`config.mk`:
```
export PLATFORM = sky130hd
export DESIGN_NAME = bcd_calendar_core
export DESIGN_NICKNAME = d
export VERILOG_FILES = /design/src/rtl/bcd_cal_pkg.sv /design/src/rtl/bcd_field_ctr.sv /design/src/rtl/bcd_cal_access.sv /design/src/rtl/bcd_calendar_core.sv
export SDC_FILE = /design/constraint.sdc
export NUM_CORES = 1
export LEC_CHECK = 0
export ABC_AREA = 1
export BUFFER_PORTS_ARGS = -buffer_cell sky130_fd_sc_hd__clkbuf_2
export CAP_MARGIN = 20
export CORE_MARGIN = 2
export CORE_UTILIZATION = 25
export CTS_CLUSTER_SIZE = 28
export DETAILED_ROUTE_END_ITERATION = 8
export MAX_ROUTING_LAYER = met4
export REMOVE_ABC_BUFFERS = 1
export SYNTH_ARGS = -nofsm -noshare
export SYNTH_HDL_FRONTEND = slang
export SYNTH_HIERARCHICAL = 1
export SYNTH_SLANG_ARGS = --single-unit
```
`constraint.sdc`:
```
create_clock -name clk -period 3 [get_ports clk]
set_input_delay 0.6 -clock clk [delete_from_list [all_inputs] [get_ports clk]]
set_output_delay 0.6 -clock clk [all_outputs]
set_load 0.01 [all_outputs]
```
`src/rtl/bcd_cal_pkg.sv`:
```
`timescale 1ns/1ps
package bcd_cal_pkg;

    localparam int REG_W      = 8;
    localparam int NUM_REGS   = 8;
    localparam int ADDR_W     = $clog2(NUM_REGS);
    localparam int NUM_FIELDS = 7;

    // register offsets (software-visible map)
    localparam logic [ADDR_W-1:0] OFS_CTRL = 3'd0;
    localparam logic [ADDR_W-1:0] OFS_SEC  = 3'd1;
    localparam logic [ADDR_W-1:0] OFS_MIN  = 3'd2;
    localparam logic [ADDR_W-1:0] OFS_HR   = 3'd3;
    localparam logic [ADDR_W-1:0] OFS_CDAY = 3'd4;
    localparam logic [ADDR_W-1:0] OFS_DATE = 3'd5;
    localparam logic [ADDR_W-1:0] OFS_MON  = 3'd6;
    localparam logic [ADDR_W-1:0] OFS_YEAR = 3'd7;

    // counter field indices
    localparam int F_SEC  = 0;
    localparam int F_MIN  = 1;
    localparam int F_HR   = 2;
    localparam int F_DATE = 3;
    localparam int F_MON  = 4;
    localparam int F_YEAR = 5;
    localparam int F_DOW  = 6;

    typedef enum logic [1:0] {
        ACC_LIVE   = 2'd0,
        ACC_SNAP   = 2'd1,
        ACC_STAGE  = 2'd2,
        ACC_COMMIT = 2'd3
    } acc_state_t;

    function automatic logic [REG_W-1:0] bcd_next(input logic [REG_W-1:0] v);
        logic [REG_W-1:0] r;
        if (v[3:0] >= 4'd9) r = {v[7:4] + 4'd1, 4'd0};
        else                r = {v[7:4], v[3:0] + 4'd1};
        return r;
    endfunction

    function automatic logic [REG_W-1:0] field_min(input int f);
        logic [REG_W-1:0] r;
        case (f)
            F_DATE, F_MON, F_DOW: r = 8'h01;
            default:              r = 8'h00;
        endcase
        return r;
    endfunction

    function automatic logic [REG_W-1:0] field_cap(input int f);
        logic [REG_W-1:0] r;
        case (f)
            F_SEC, F_MIN: r = 8'h59;
            F_HR:         r = 8'h23;
            F_DATE:       r = 8'h31;
            F_MON:        r = 8'h12;
            F_YEAR:       r = 8'h99;
            default:      r = 8'h07;
        endcase
        return r;
    endfunction

    function automatic logic [REG_W-1:0] field_mask(input int f);
        logic [REG_W-1:0] r;
        case (f)
            F_SEC, F_MIN: r = 8'h7F;
            F_HR, F_DATE: r = 8'h3F;
            F_MON:        r = 8'h1F;
            F_YEAR:       r = 8'hFF;
            default:      r = 8'h07;
        endcase
        return r;
    endfunction

    function automatic logic [ADDR_W-1:0] field_ofs(input int f);
        logic [ADDR_W-1:0] r;
        case (f)
            F_SEC:   r = OFS_SEC;
            F_MIN:   r = OFS_MIN;
            F_HR:    r = OFS_HR;
            F_DATE:  r = OFS_DATE;
            F_MON:   r = OFS_MON;
            F_YEAR:  r = OFS_YEAR;
            default: r = OFS_CDAY;
        endcase
        return r;
    endfunction

    // year value (BCD) divisible by four
    function automatic logic leap_bcd(input logic [REG_W-1:0] y);
        logic [3:0] u;
        u = y[3:0];
        if (!y[4]) return (u == 4'd0) || (u == 4'd4) || (u == 4'd8);
        else       return (u == 4'd2) || (u == 4'd6);
    endfunction

    function automatic logic [REG_W-1:0] month_len(input logic [REG_W-1:0] m,
                                                   input logic [REG_W-1:0] y);
        logic [REG_W-1:0] r;
        case (m)
            8'h02:                      r = leap_bcd(y) ? 8'h29 : 8'h28;
            8'h04, 8'h06, 8'h09, 8'h11: r = 8'h30;
            default:                    r = 8'h31;
        endcase
        return r;
    endfunction

endpackage

```
`src/rtl/bcd_field_ctr.sv`:
```
`timescale 1ns/1ps
module bcd_field_ctr
    import bcd_cal_pkg::*;
#(
    parameter logic [REG_W-1:0] MIN_VAL = 8'h00
) (
    input  logic             clk,
    input  logic             rst_n,
    input  logic             inc,
    input  logic             load,
    input  logic [REG_W-1:0] load_val,
    input  logic [REG_W-1:0] cap,
    output logic [REG_W-1:0] val,
    output logic             wrap
);

    logic [REG_W-1:0] cnt_q;
    logic             at_cap;

    assign at_cap = (cnt_q >= cap);
    assign wrap   = inc && at_cap;
    assign val    = cnt_q;

    always_ff @(posedge clk) begin
        if (!rst_n) begin
            cnt_q <= MIN_VAL;
        end else if (load) begin
            cnt_q <= load_val;
        end else if (inc) begin
            cnt_q <= at_cap ? MIN_VAL : bcd_next(cnt_q);
        end
    end


    hold_chk: assert property (@(posedge clk) disable iff (!rst_n)
        (!inc && !load) |=> $stable(cnt_q));


    wrap_chk: assert property (@(posedge clk) disable iff (!rst_n)
        (inc && !load && cnt_q == cap) |=> (cnt_q == MIN_VAL));

endmodule

```
`src/rtl/bcd_cal_access.sv`:
```
`timescale 1ns/1ps
module bcd_cal_access
    import bcd_cal_pkg::*;
(
    input  logic       clk,
    input  logic       rst_n,
    input  logic       ctrl_we,
    input  logic       want_write,
    input  logic       want_read,
    output acc_state_t state_q,
    output logic       stage_open,
    output logic       stage_start,
    output logic       commit,
    output logic       snap_take,
    output logic       snap_active
);

    acc_state_t state_d;

    always_comb begin
        state_d = state_q;
        unique case (state_q)
            ACC_LIVE: begin
                if (ctrl_we) begin
                    if (want_write)     state_d = ACC_STAGE;
                    else if (want_read) state_d = ACC_SNAP;
                end
            end
            ACC_SNAP: begin
                if (ctrl_we) begin
                    if (want_write)      state_d = ACC_STAGE;
                    else if (!want_read) state_d = ACC_LIVE;
                end
            end
            ACC_STAGE: begin
                if (ctrl_we && !want_write) state_d = ACC_COMMIT;
            end
            ACC_COMMIT: state_d = ACC_LIVE;
        endcase
    end

    always_ff @(posedge clk) begin
        if (!rst_n) state_q <= ACC_LIVE;
        else        state_q <= state_d;
    end

    always_comb begin
        stage_open  = 1'b0;
        stage_start = 1'b0;
        commit      = 1'b0;
        snap_take   = 1'b0;
        snap_active = 1'b0;
        unique case (state_q)
            ACC_LIVE: begin
                stage_start = ctrl_we && want_write;
                snap_take   = ctrl_we && !want_write && want_read;
            end
            ACC_SNAP: begin
                snap_active = 1'b1;
                stage_start = ctrl_we && want_write;
            end
            ACC_STAGE:  stage_open = 1'b1;
            ACC_COMMIT: commit     = 1'b1;
        endcase
    end


    commit_chk: assert property (@(posedge clk) disable iff (!rst_n)
        (state_q == ACC_COMMIT) |=> (state_q == ACC_LIVE));


    stage_exit_chk: assert property (@(posedge clk) disable iff (!rst_n)
        (state_q == ACC_STAGE && ctrl_we && !want_write) |=> (state_q == ACC_COMMIT));


    snap_hold_chk: assert property (@(posedge clk) disable iff (!rst_n)
        (state_q == ACC_SNAP && !ctrl_we) |=> (state_q == ACC_SNAP));

endmodule

```
`src/rtl/bcd_calendar_core.sv`:
```
`timescale 1ns/1ps
module bcd_calendar_core
    import bcd_cal_pkg::*;
(
    input  logic              clk,
    input  logic              rst_n,
    input  logic              sec_tick,
    input  logic              wr_en,
    input  logic [ADDR_W-1:0] addr,
    input  logic [REG_W-1:0]  wdata,
    output logic [REG_W-1:0]  rdata,
    input  logic              batt_low,
    output logic              ftest_en
);

    acc_state_t acc_state;
    logic       stage_open, stage_start, commit, snap_take, snap_active;
    logic       ctrl_we;

    logic       stop_q, ftest_q, cen_en_q, cent_q, batt_en_q, bl_q;
    logic [5:0] ctrl_lo_q;

    logic [REG_W-1:0]    stage_q [NUM_REGS];
    logic [NUM_REGS-1:0] dirty_q;
    logic [REG_W-1:0]    snap_q  [NUM_REGS];
    logic [REG_W-1:0]    img     [NUM_REGS];

    logic [REG_W-1:0]      fld_val [NUM_FIELDS];
    logic [REG_W-1:0]      fld_cap [NUM_FIELDS];
    logic [NUM_FIELDS-1:0] fld_inc, fld_load, fld_wrap;

    assign ctrl_we = wr_en && (addr == OFS_CTRL);

    bcd_cal_access u_access (
        .clk         (clk),
        .rst_n       (rst_n),
        .ctrl_we     (ctrl_we),
        .want_write  (wdata[7]),
        .want_read   (wdata[6]),
        .state_q     (acc_state),
        .stage_open  (stage_open),
        .stage_start (stage_start),
        .commit      (commit),
        .snap_take   (snap_take),
        .snap_active (snap_active)
    );

    // carry chain and per-field limits
    always_comb begin
        for (int f = 0; f < NUM_FIELDS; f++) begin
            fld_cap[f]  = field_cap(f);
            fld_load[f] = commit && dirty_q[field_ofs(f)];
        end
        fld_cap[F_DATE] = month_len(fld_val[F_MON], fld_val[F_YEAR]);
        fld_inc[F_SEC]  = sec_tick && !stop_q;
        fld_inc[F_MIN]  = fld_wrap[F_SEC];
        fld_inc[F_HR]   = fld_wrap[F_MIN];
        fld_inc[F_DATE] = fld_wrap[F_HR];
        fld_inc[F_MON]  = fld_wrap[F_DATE];
        fld_inc[F_YEAR] = fld_wrap[F_MON];
        fld_inc[F_DOW]  = fld_wrap[F_HR];
    end

    for (genvar f = 0; f < NUM_FIELDS; f++) begin : g_fld
        bcd_field_ctr #(
            .MIN_VAL (field_min(f))
        ) u_ctr (
            .clk      (clk),
            .rst_n    (rst_n),
            .inc      (fld_inc[f]),
            .load     (fld_load[f]),
            .load_val (stage_q[field_ofs(f)] & field_mask(f)),
            .cap      (fld_cap[f]),
            .val      (fld_val[f]),
            .wrap     (fld_wrap[f])
        );
    end

    // control bits written directly, whatever the access state
    always_ff @(posedge clk) begin
        if (!rst_n) begin
            stop_q    <= 1'b0;
            ftest_q   <= 1'b0;
            cen_en_q  <= 1'b0;
            batt_en_q <= 1'b0;
            ctrl_lo_q <= '0;
        end else if (wr_en) begin
            if (addr == OFS_SEC)  stop_q <= wdata[7];
            if (addr == OFS_CDAY) begin
                ftest_q  <= wdata[6];
                cen_en_q <= wdata[5];
            end
            if (addr == OFS_DATE) batt_en_q <= wdata[7];
            if (addr == OFS_CTRL) ctrl_lo_q <= wdata[5:0];
        end
    end

    always_ff @(posedge clk) begin
        if (!rst_n) bl_q <= 1'b0;
        else        bl_q <= batt_low;
    end

    // century flag: staged load wins over roll-over toggle
    always_ff @(posedge clk) begin
        if (!rst_n) begin
            cent_q <= 1'b0;
        end else if (commit && dirty_q[OFS_CDAY]) begin
            cent_q <= stage_q[OFS_CDAY][4];
        end else if (fld_wrap[F_YEAR] && cen_en_q) begin
            cent_q <= ~cent_q;
        end
    end

    // staging buffer with per-byte dirty marks
    always_ff @(posedge clk) begin
        if (!rst_n) begin
            dirty_q <= '0;
            for (int i = 0; i < NUM_REGS; i++) stage_q[i] <= '0;
        end else if (stage_start) begin
            dirty_q <= '0;
        end else if (stage_open && wr_en && addr != OFS_CTRL) begin
            stage_q[addr] <= wdata;
            dirty_q[addr] <= 1'b1;
        end
    end

    // read image
    always_comb begin
        img[OFS_CTRL] = {acc_state == ACC_STAGE, acc_state == ACC_SNAP, ctrl_lo_q};
        img[OFS_SEC]  = {stop_q, 7'b0} | (fld_val[F_SEC] & field_mask(F_SEC));
        img[OFS_MIN]  = fld_val[F_MIN] & field_mask(F_MIN);
        img[OFS_HR]   = fld_val[F_HR] & field_mask(F_HR);
        img[OFS_CDAY] = {1'b0, ftest_q, cen_en_q, cent_q, 4'b0}
                      | (fld_val[F_DOW] & field_mask(F_DOW));
        img[OFS_DATE] = {batt_en_q, bl_q, 6'b0} | (fld_val[F_DATE] & field_mask(F_DATE));
        img[OFS_MON]  = fld_val[F_MON] & field_mask(F_MON);
        img[OFS_YEAR] = fld_val[F_YEAR];
    end

    always_ff @(posedge clk) begin
        if (!rst_n) begin
            for (int i = 0; i < NUM_REGS; i++) snap_q[i] <= '0;
        end else if (snap_take) begin
            for (int i = 0; i < NUM_REGS; i++) snap_q[i] <= img[i];
        end
    end

    always_comb begin
        if (snap_active && addr != OFS_CTRL) rdata = snap_q[addr];
        else                                 rdata = img[addr];
    end

    assign ftest_en = ftest_q && !stop_q;


    stop_chk: assert property (@(posedge clk) disable iff (!rst_n)
        (stop_q && !commit) |=> $stable(fld_val[F_SEC]));


    century_chk: assert property (@(posedge clk) disable iff (!rst_n)
        (!cen_en_q && !(commit && dirty_q[OFS_CDAY])) |=> $stable(cent_q));

endmodule

```
Word level (Yosys, flattened, before mapping)
Memories as Yosys holds them, arrays and structs flattened. Index checks and enable logic that the tools add are counted.

Input bits: 16. Memories: 2. Word-level logic and storage cells: 249. Memory bits (writable): 128. Register bits after elaboration: 78. Output and inout bits: 9.

Add/subtract/negate cells: 14. Eq/ne operators: 20. Reduce and logical (&&, ||, !) cells: 80. Magnitude comparators: 17. Multiplexer cells: 72. Bitwise gates (word level): 15.

Memory list: snap_q (depth 8, width 8, read ports 1, clocked after Yosys merged registers in 0, write ports 8, RTL line bcd_calendar_core.sv:25) `logic [REG_W-1:0] snap_q [NUM_REGS];`; stage_q (depth 8, width 8, read ports 7, clocked after Yosys merged registers in 0, write ports 8, RTL line bcd_calendar_core.sv:23) `logic [REG_W-1:0] stage_q [NUM_REGS];`.

Operators by type and width (count): 2-to-1 mux 8 bit (28); adder 4 x 1 -> 4 bit, second input constant (14); greater-or-equal comparator 4 bit, second input constant (8); AND reduction 2 bit (16); 2-to-1 mux 7 bit (4); nonzero test 2 bit (14); binary-select mux 8 bit (select 3 bit) (1); logical AND 1 bit (24); 2-to-1 mux 6 bit (4); nonzero test 3 bit (7); 2-to-1 mux 1 bit (20); == test 8 x 3 -> 1 bit, second input constant (2); greater-or-equal comparator 8 x 7 -> 1 bit, second input constant (2); one-hot mux 8 bit (2 select lines) (1); OR reduction 2 bit (8); 2-to-1 mux 2 bit (7); 2-to-1 mux 5 bit (2); 2-to-1 mux 3 bit (3); == test 4 x 3 -> 1 bit, second input constant (2); == test 8 x 2 -> 1 bit, second input constant (1); == test 8 x 4 -> 1 bit, second input constant (1); == test 8 x 5 -> 1 bit, second input constant (1); greater-or-equal comparator 8 x 3 -> 1 bit, second input constant (1); greater-or-equal comparator 8 x 5 -> 1 bit, second input constant (1); other kinds (30) (46).

Depth between registers and ports, before layout
Word-level depth: 14. Mapped depth: 27. Mapped depth without buffers: 27.

By module
Netlist, hierarchy kept.

Modules (own cells, without submodules): bcd_calendar_core (instances 1, cells an instance 663, area each 5457.7 µm², sequential area each 3143.0 µm²); bcd_field_ctr (g_fld[3].u_ctr ...) (instances 3, cells an instance 122, area each 848.3 µm², sequential area each 160.2 µm²); bcd_field_ctr (g_fld[0].u_ctr ...) (instances 3, cells an instance 121, area each 819.5 µm², sequential area each 160.2 µm²); bcd_field_ctr (g_fld[1].u_ctr) (instances 1, cells an instance 120, area each 860.8 µm², sequential area each 160.2 µm²); bcd_cal_access (instances 1, cells an instance 30, area each 160.2 µm², sequential area each 40.0 µm²).

Worst setup path before layout
Ideal clock, no wire load.

Kind: input port to flip-flop. From: in addr[1]. To: mem snap_q[0][5], enable pin. Arrival: 2334 ps. Stages: 10. Buffers on the path: 2. Setup time: 385 ps. Slack: 281 ps. Required time: 2615 ps. Cells stage by stage: buf_6 -> nor2_4 -> nand2_2 -> inv_1 -> nand2_1 -> buf_2 -> inv_1 -> inv_1 -> nor4_1 -> or2_2.

RTL lines: start, declared (RTL line bcd_calendar_core.sv:9) `input logic [ADDR_W-1:0] addr,`; end, declared (RTL line bcd_calendar_core.sv:25).

Worst setup path in the final report
From: in addr[1]. To: out rdata[2].

Cells in the longest elaborated chain, start to end: 5. Elaborated cells on any way between the ends: 8. Classes of those cells: mux (4); bitwise (1); reduce/logical (2); memory (1).

RTL lines: NOT 3 -> 4 bit (implied by the code) (RTL line bcd_calendar_core.sv:150) `else rdata = img[addr];`; binary-select mux 8 bit (select 3 bit) (RTL line bcd_calendar_core.sv:150); 2-to-1 mux 8 bit (implied by the code) (2 in a row) (RTL line bcd_calendar_core.sv:150); 2-to-1 mux 8 bit (*) (RTL line bcd_calendar_core.sv:149) `if (snap_active && addr != OFS_CTRL) rdata = snap_q[addr];`; end, declared (RTL line bcd_calendar_core.sv:11) `output logic [REG_W-1:0] rdata,`.

Mark *: on every way between the ends. The rest lies on a longest branch, timed or not. The select of a mux whose other input is x is not followed.

==> summary.txt <==
Status
  • Status: completed

STA
  • Slew headroom: 0.615
  • Final Hold Vio Count: 0
  • Fin crit period: 2800 ps
  • Hold slack: 351 ps
  • FMAX: 358 MHz
  • Final setup viols: 0
  • Worst-Margin Slew: 577 ps
  • Final Skew: 10.9 ps
  • Final worst-path cycle share: 0.932
  • Setup TNS Final: 0 ps
  • Slew Limit Fails: 0
  • Setup ws final: 205 ps

Clock network
  • Clock slew at reported path FFs: 70 ps
  • CTS max path bufs: 2
  • TritonCTS clock tree: yes
  • Clock root buffer: clkbuf_16
  • Clock sink count: 169
  • Clock Latency Late Sink: 430 ps
  • Hold Buf Count CTS: 0
  • H-tree depth: 4
  • Postcts setup bufs: 0
  • TritonCTS buffer count: 17
  • Gates resized, CTS repair: 0

Route
  • Vias: 9886
  • Vias per cell: 4.34
  • 1st-pass router iterations: 5
  • Drt total wl: 29.3 mm
  • Initial DRC count: 939
  • Post-DR wirelength/cell: 12.9 µm
  • DR DRC count: 0
  • Routed Antenna Nets: 0

Layout
  • Nets: 1765
  • Storage element area: 0.00430 mm²
  • Filler Cells Inserted: 4912
  • N_diodes: 0
  • Proportion of layout cells with a drive suffix above 1: 0.129
  • Multi-input logic area: 0.00620 mm²
  • Area Growth Syn to Fin: 16.0%

Die
  • Chip Width: 218 µm
  • Initial Utilization: 0.253
  • Num rows: 78
  • Core area: 0.0454 mm²
  • Ports: 25
  • Die height: 218 µm
  • DIE AREA: 0.0476 mm²

GRT
  • Overflow after GRT: 0
  • Vias in the first global route: 9514
  • Tot GR Track Use: 0.129
  • Initial antenna violation count: 0
  • Largest net degree at the start of global routing: 47
  • First-pass GRT wire length: 47.8 mm

Worst setup path
  • CP Cell Sequence: clkbuf_2, buf_4, nand2_4, clkinv_1, nand2_1, nand2_1, nor2_1, nor2_1, nand2_1, nand2_1, clkbuf_2
  • Crit path buffers/inverters: 4
  • CP Class: primary input to output port
  • CP arrival: 2200 ps
  • Slowest CP cell: buf_4
  • Crit Path Max Fanout: 26
  • Startpoint types: primary input
  • Critical path's most frequent cell: nand2_1
  • Crit path max-delay family: buffers and inverters
  • Crit. End Element: output port
  • Slowest stage delay, CP: 280 ps
  • Worst endpoint required time: 2400 ps

Power
  • Pwr/cell area: 379 mW/mm²
  • Leakage power: 6.54 nW
  • Switching share of power: 0.256
  • Flop pwr share: 0.497
  • Clk pwr share: 0.420
  • Worst VDD drop: 0.000377 V
  • Combinational share of power: 0.083
  • Internal: 3.75 mW
  • Sw Pwr: 1.29 mW

Synth
  • Yosys warnings: 6
  • Cell area after synthesis: 0.0115 mm²
  • Syn Area/Cell: 7.45 µm²
  • Synth Instances: 1540

Placed design
  • Port Buffers: 24
  • GPL Wtd Cong: 0.857
  • Dpl ws: 101 ps
  • DP HPWL: 21.8 mm

Job
  • Max cap viols: 0

Hold path
  • Hold crit path type: primary input to flip-flop
-- cell type report --
type / instances / share of cell area
Clock buffer: 18 / 0.0323
Timing Repair Buffer: 72 / 0.0380
Sequential cell: 169 / 0.323
Inverter: 267 / 0.0753
Multi-Input combinational cell: 1138 / 0.466
Clock inverter: 13 / 0.00884
Tap cell: 600 / 0.0564
-- routing by layer --
metal | wire length [µm] | GRT usage
met5 | 0 | -
met4 | 531 | 0.0379
met3 | 1830 | 0.0148
met2 | 13600 | 0.211
met1 | 13300 | 0.167
-- sequential cells by signal, indices dropped and copies added, names as in the netlist --
signal and flops:
g_fld.u_ctr/val 56, snap_q 49, stage_q 43, dirty_q 7, ctrl_lo_q 6, u_access/state_q 2, batt_en_q 1, bl_q 1
cen_en_q 1, cent_q 1, ftest_q 1, stop_q 1
-- per-stage QoR --
stage	instance area, µm²	utilization	instances	power (mW)
after floorplan	11500	-	1574	2.79
after global placement	12700	0.281	2246	2.97
after detailed placement	12700	0.281	2246	2.98
after CTS	13300	0.293	2277	5.08
after global routing	13300	0.293	2277	5.22
final	13300	0.293	2277	5.05
-- layout by cell type, fill, tap and decap left out, types with 4 or more instances in the layout --
cell	count
inv_1	252
o21a_4	7
a21oi_2	4
a22oi_1	25
nand2_1	380
conb_1	67
inv_6	5
xnor2_1	6
clkbuf_2	24
inv_2	14
nand4_4	4
nor2_2	26
dfxtp_1	77
buf_4	46
nor2_1	234
nand3_1	69
a21oi_1	71
nand4_2	4
edfxtp_1	92
nor2_4	9
nand2_4	20
xor2_1	7
nand2_2	21
nand3b_1	9
or2_1	8
nand4_1	34
ha_1	84
o21a_1	6
o21ai_0	27
clkbuf_16	17
-- worst register-to-register path: stages (launching register included) --
cell and delay, ps:
dfxtp_1 360, or2_2 320, nor2_1 90, nand2_1 90, inv_1 90, nand3_1 70
nand2_1 80, ha_1 230, inv_1 50, nand2_1 40, nand2_1 50, nand2_1 40
nand2_1 60, nand2_2 60, nand2_4 100, nand2_2 80, nand2_1 70, inv_1 50
nand2_1 110, inv_1 90, nor2_4 140, inv_2 90, nand2_4 110, nand2_1 60
nand2_1 70, nor2_2 30
-- power groups by stage --
stage               Combinational (mW)  Sequential [mW]  Clock [mW]
global route                     0.475             2.51        2.24
detailed placement               0.418             2.56           0
finish                           0.419             2.51        2.12
floorplan                        0.239             2.56           0
CTS                              0.420             2.51        2.15
global placement                 0.409             2.56           0
-- worst paths after layout --
kind	startpoint	to	slack (ps)	cells past startpoint
worst max-delay path	addr[1]	rdata[2]	200	11
worst max register to register	g_fld[4].u_ctr/val[0]	g_fld[5].u_ctr/val[5]	270	25
worst min-delay path	batt_low	bl_q	350	3
worst min register to register	ctrl_lo_q[4]	ctrl_lo_q[4]	450	2
Power figures use the tool's default switching activity.
